`src/rtl/ladder_seq.sv`:
```
module ladder_seq #(
  parameter int ELEM_W = 16,
  parameter int NBITS  = 8,
  localparam int PT_W  = 4 * ELEM_W,
  localparam int IDX_W = (NBITS > 1) ? $clog2(NBITS) : 1
) (
  input  logic            clk,
  input  logic            rst_n,
  input  logic            start,
  input  logic [NBITS-1:0] scalar,
  input  logic [PT_W-1:0] base_pt,
  input  logic [PT_W-1:0] init_pt,
  output logic            done,
  output logic [PT_W-1:0] pt_a,
  output logic [PT_W-1:0] pt_b,
  output logic            op_start,
  output logic [PT_W-1:0] op_a,
  output logic [PT_W-1:0] op_b,
  output logic [PT_W-1:0] op_diff,
  input  logic            op_done,
  input  logic [PT_W-1:0] op_dbl,
  input  logic [PT_W-1:0] op_sum
);

  typedef enum logic [2:0] {S_IDLE, S_SW1, S_CALL, S_WAIT, S_SW2, S_FIN} st_t;

  st_t              st_q;
  logic [IDX_W-1:0] idx_q;
  logic [NBITS-1:0] key_q;
  logic [PT_W-1:0]  a_q, b_q, pb_q;

  logic             kbit;
  logic [PT_W-1:0]  xdiff;

  assign kbit  = key_q[idx_q];
  assign xdiff = {PT_W{kbit}} & (a_q ^ b_q);

  assign done     = (st_q == S_FIN);
  assign op_start = (st_q == S_CALL);
  assign op_a     = a_q;
  assign op_b     = b_q;
  assign op_diff  = pb_q;
  assign pt_a     = a_q;
  assign pt_b     = b_q;

  always_ff @(posedge clk) begin
    if (!rst_n) begin
      st_q  <= S_IDLE;
      idx_q <= '0;
      key_q <= '0;
      a_q   <= '0;
      b_q   <= '0;
      pb_q  <= '0;
    end else begin
      case (st_q)
        S_IDLE: if (start) begin
          a_q   <= init_pt;
          b_q   <= base_pt;
          pb_q  <= base_pt;
          key_q <= scalar;
          idx_q <= IDX_W'(NBITS - 1);
          st_q  <= S_SW1;
        end
        S_SW1: begin
          a_q  <= a_q ^ xdiff;
          b_q  <= b_q ^ xdiff;
          st_q <= S_CALL;
        end
        S_CALL: st_q <= S_WAIT;
        S_WAIT: if (op_done) begin
          a_q  <= op_dbl;
          b_q  <= op_sum;
          st_q <= S_SW2;
        end
        S_SW2: begin
          a_q <= a_q ^ xdiff;
          b_q <= b_q ^ xdiff;
          if (idx_q == '0) st_q <= S_FIN;
          else begin
            idx_q <= idx_q - 1'b1;
            st_q  <= S_SW1;
          end
        end
        S_FIN: st_q <= S_IDLE;
        default: st_q <= S_IDLE;
      endcase
    end
  end

  p_reset_quiet_r1: assert property (@(posedge clk) !rst_n |=> !done && !op_start);

  p_call_pulse_r3: assert property (@(posedge clk) disable iff (!rst_n)
    op_start |=> !op_start);

  p_swap_pair_r4: assert property (@(posedge clk) disable iff (!rst_n)
    (st_q == S_SW1 || st_q == S_SW2) |=>
      ((a_q == $past(b_q) && b_q == $past(a_q)) ||
       (a_q == $past(a_q) && b_q == $past(b_q))));

  p_swap_zero_r4: assert property (@(posedge clk) disable iff (!rst_n)
    ((st_q == S_SW1 || st_q == S_SW2) && !kbit) |=> $stable(a_q) && $stable(b_q));

  p_diff_hold_r5: assert property (@(posedge clk) disable iff (!rst_n)
    (st_q != S_IDLE) |=> $stable(op_diff));

  p_wait_hold_r6: assert property (@(posedge clk) disable iff (!rst_n)
    (st_q == S_WAIT && !op_done) |=> $stable(pt_a) && $stable(pt_b));

  p_ignore_start_r8: assert property (@(posedge clk) disable iff (!rst_n)
    (st_q != S_IDLE && start) |=> $stable(key_q) && $stable(pb_q));

  p_done_pulse_r9: assert property (@(posedge clk) disable iff (!rst_n)
    done |=> !done && $stable(pt_a) && $stable(pt_b));

endmodule

```
`config.mk`:
```
export PLATFORM = sky130hd
export DESIGN_NAME = ladder_seq
export DESIGN_NICKNAME = d
export VERILOG_FILES = /design/src/rtl/ladder_seq.sv
export SDC_FILE = /design/constraint.sdc
export NUM_CORES = 1
export LEC_CHECK = 0
export ABC_CLOCK_PERIOD_IN_PS = 2700
export BUFFER_PORTS_ARGS = -buffer_cell sky130_fd_sc_hd__buf_4
export CAP_MARGIN = 20
export CORE_AREA = 2 2 227 229
export CTS_CLUSTER_DIAMETER = 40
export CTS_CLUSTER_SIZE = 20
export DETAILED_ROUTE_END_ITERATION = 7
export DIE_AREA = 0 0 229 231
export SLEW_MARGIN = 0
export SYNTH_ARGS = -nofsm -noshare
export SYNTH_HDL_FRONTEND = slang
export SYNTH_SLANG_ARGS = --single-unit
```
`constraint.sdc`:
```
create_clock -name clk -period 2.7 [get_ports clk]
set_input_delay 0.54 -clock clk [delete_from_list [all_inputs] [get_ports clk]]
set_output_delay 0.54 -clock clk [all_outputs]
set_load 0.01 [all_outputs]
```
==> impl_metrics.py <==
metrics = {
    "clock_tree": {
        "clkTransAtPathRegs_ns": 0.05,
        "post_cts_buffers": 0,
        "ctsResizeCount": 0,
        "clock_latency_ns": 0.56,
        "root_buffer": "clkbuf_16",
        "htree_num_levels": 2,
        "cts_sinks": 206,
        "cts_made_buffers": 41,
        "postCtsHoldBufs": 0,
        "clock_path_buffers": 3,
        "cts_tree": "built",
    },
    "routing": {
        "drtIter0Drc": 936,
        "wl_microns": 50500,
        "wl_per_cell_microns": 20.3,
        "drc": 0,
        "drtPass1Iterations": 5,
        "vias_per_cell": 5.18,
        "vias": 12865,
        "drtAntennaViolNets": 0,
    },
    "worst_setup_path": {
        "critPathMaxStageDelay_ns": 0.51,
        "r2r-end": "op_a[21]$_SDFFE_PN0P_",
        "timing.rr.start": "idx_q[0]$_SDFFE_PN0P_",
        "crit_slowest_cell": "dfxtp_1",
        "worst_ep_required_time_ns": 2.16,
        "critPathTopFamily": "flip-flops",
        "worst_setup_path_start_kind": "flop",
        "crit_path_end_kind": "output pin",
        "r2r_slack_ns": 0.47,
        "crit_chain": "inv_1 -> nor3b_1 -> buf_4",
        "cp-endpoint": "done",
        "path_buf_inv": 2,
        "crit_path_start": "st_q[0]$_SDFFE_PN0P_",
        "worstPathMaxFanout": 9,
        "cp.arrival_ns": 1.74,
        "crit_type": "flop to output pin",
        "ff2ff_path_depth": 5,
        "crit_cells": 3,
    },
    "outcome": {
        "outcome": "complete, no violations",
    },
    "place": {
        "hpwlAfterDp_microns": 34400,
        "pre_cts_ws_ns": 0.460,
        "place_inst": 2410,
        "port-buffer-count": 589,
        "postPlaceCellArea_sq_mm": 0.0153,
        "place_congestion": 0.894,
    },
    "die": {
        "rows": 83,
        "die_h_microns": 231,
        "die_x_microns": 229,
        "start_util_pct": 22.3,
        "dieArea_sq_mm": 0.0529,
        "io_pins": 590,
        "core_sq_mm": 0.0507,
    },
    "logic_synthesis": {
        "async_flop_share_pct": 0,
        "yosysWarnings": 0,
        "synth-edff-count": 0,
        "ys_seq_area_share_pct": 36.5,
        "netlist_area_sq_mm": 0.0113,
        "synth-main-ff-cell": "dfxtp_1",
        "synth_area_per_cell_sq_um": 8.16,
        "synth-seq-cells": 206,
        "synth_nets": 1654,
        "yosysUniqueCellTypes": 36,
        "syn-instance-count": 1384,
    },
    "pwr": {
        "p_leak_nw": 6.72,
        "power.total_mw": 12.8,
        "p_int_mw": 8.47,
        "clockPowerShare_pct": 42.0,
        "p_sw_share_pct": 33.9,
        "p_comb_share_pct": 27.1,
        "p_sw_mw": 4.35,
        "power_per_cell_area_mw_per_mm2": 767,
        "vdd_drop_max_mv": 0.416,
        "seq_power_share_pct": 30.9,
    },
    "global_routing": {
        "grt_pass1_wl_microns": 74500,
        "antenna_found_initial": 0,
        "grt_use_met2_pct": 29.0,
        "busiest_layer": "met2",
        "overflow": 0,
        "grt_use_met3_pct": 3.72,
        "track_usage_pct": 17.9,
        "grt_pass1_vias": 12036,
        "grt_max_degree": 121,
        "met1_usage_pct": 23.2,
    },
    "layout": {
        "layoutNonFillerInstCount": 2485,
        "nNetsFinal": 2043,
        "syn_to_final_growth_pct": 48.1,
        "diodes": 0,
        "drive_gt1_share_pct": 39.2,
        "final_cell_mix": "608 x buf_4, 256 x nand3_1, 206 x dfxtp_1, 146 x nand2_1, 129 x a31oi_1",
        "final_common_cell": "buf_4",
        "final_area_sq_mm": 0.0167,
    },
    "job": {
        "cap_violations": 0,
    },
    "sta": {
        "finalSetupTns_ns": 0,
        "hold_viol": 0,
        "worst_pin_slew_ns": 0.788,
        "max_freq_ghz": 0.439,
        "rsz0062_at_grt": "false",
        "drv_slew": 0,
        "setup_viol": 0,
        "period_needed_ns": 2.28,
        "finalClockSkew_ns": 0.0181,
        "maxSlewHeadroom_pct": 47.5,
        "setup_ws_ns": 0.420,
        "min_period_over_period_pct": 84.4,
    },
    "hold_path": {
        "min_path_cells": 2,
        "worst_hold_path_type": "input pin to flop",
    },
}
stage by stage:
step / hold WS (ns) / util [%]
after floorplan: 0.439 / -
after global placement: 0.450 / 30.1
after detailed placement: 0.457 / 30.1
after CTS: 0.133 / 33.0
after global routing: 0.151 / 33.0
final: 0.182 / 33.0
state kept, by name, indices dropped and copies added, names as in the netlist:
signal	count
idx_q	3
op_a	64
st_q	3
op_b	64
key_q	8
op_diff	64
Yosys cell counts, drive strengths merged, types with 2 or more instances:
library cell | number | area share, %
nor2 | 4 | 0.13
nand3 | 256 | 11
clkbuf | 107 | 3.9
mux4 | 2 | 0.47
o211a | 2 | 0.18
dfxtp | 206 | 37
inv | 3 | 0.10
a31oi | 129 | 7.1
o21ai | 129 | 5.7
a221oi | 129 | 10
buf | 175 | 13
ha | 2 | 0.22
nand2 | 146 | 4.9
nand4 | 2 | 0.11
a21boi | 73 | 4.9
mux2i | 2 | 0.29
nor3b | 2 | 0.13
nand3b | 3 | 0.20
routing by layer:
layer / part of all wire [%] / wire length, microns / vias to the layer above
met3: 8.5 / 4290 / 99
met2: 47 / 23600 / 774
met5: 0 / 0 / -
met4: 3.5 / 1750 / 0
li1: - / - / 5852
met1: 41 / 20800 / 6140
worst min path at each step:
stage                                  start                       end  slack [ns]
detailed placement  op_diff[34]$_SDFFE_PN0P_  op_diff[34]$_SDFFE_PN0P_        0.46
floorplan              key_q[5]$_SDFFE_PN0P_     key_q[5]$_SDFFE_PN0P_        0.44
global route                         op_done      st_q[1]$_SDFFE_PN0P_        0.15
global placement     op_diff[4]$_SDFFE_PN0P_   op_diff[4]$_SDFFE_PN0P_        0.45
finish                               op_done      st_q[1]$_SDFFE_PN0P_        0.18
CTS                                  op_done      st_q[1]$_SDFFE_PN0P_        0.13
logic make-up (layout without fill, tap and decap cells):
kind of cell / after synthesis / after routing / synth area share, %
adders and majority gates: 2 / 2 / 0.222
AOI/OAI and AO/OA: 467 / 467 / 28.3
and+or+nand+nor: 417 / 417 / 17.0
xor gates and xnor gates: 2 / 2 / 0.155
DFF: 206 / 206 / 36.5
buffers and inverters: 285 / 706 / 17.0
muxes: 5 / 5 / 0.853
cell type report:
class,instances,area [sq um]
Clock buffer,51,1110
Clock inverter,24,342
Fill cell,5271,34000
Inverter,3,11.3
Multi-Input combinational cell,893,5310
Sequential cell,206,4120
Tap cell,680,851
Timing Repair Buffer,628,4960
power groups by stage:
| stage | Sequential, mW | Combinational [mW] | Clock [mW] |
|---|---|---|---|
| floorplan | 3.98 | 1.96 | 0 |
| global placement | 4.00 | 3.44 | 0 |
| detailed placement | 4.01 | 3.48 | 0 |
| CTS | 3.96 | 3.48 | 5.51 |
| global route | 4.01 | 3.73 | 5.63 |
| finish | 3.97 | 3.47 | 5.38 |
No activity file was read; power rests on OpenSTA's default activity.
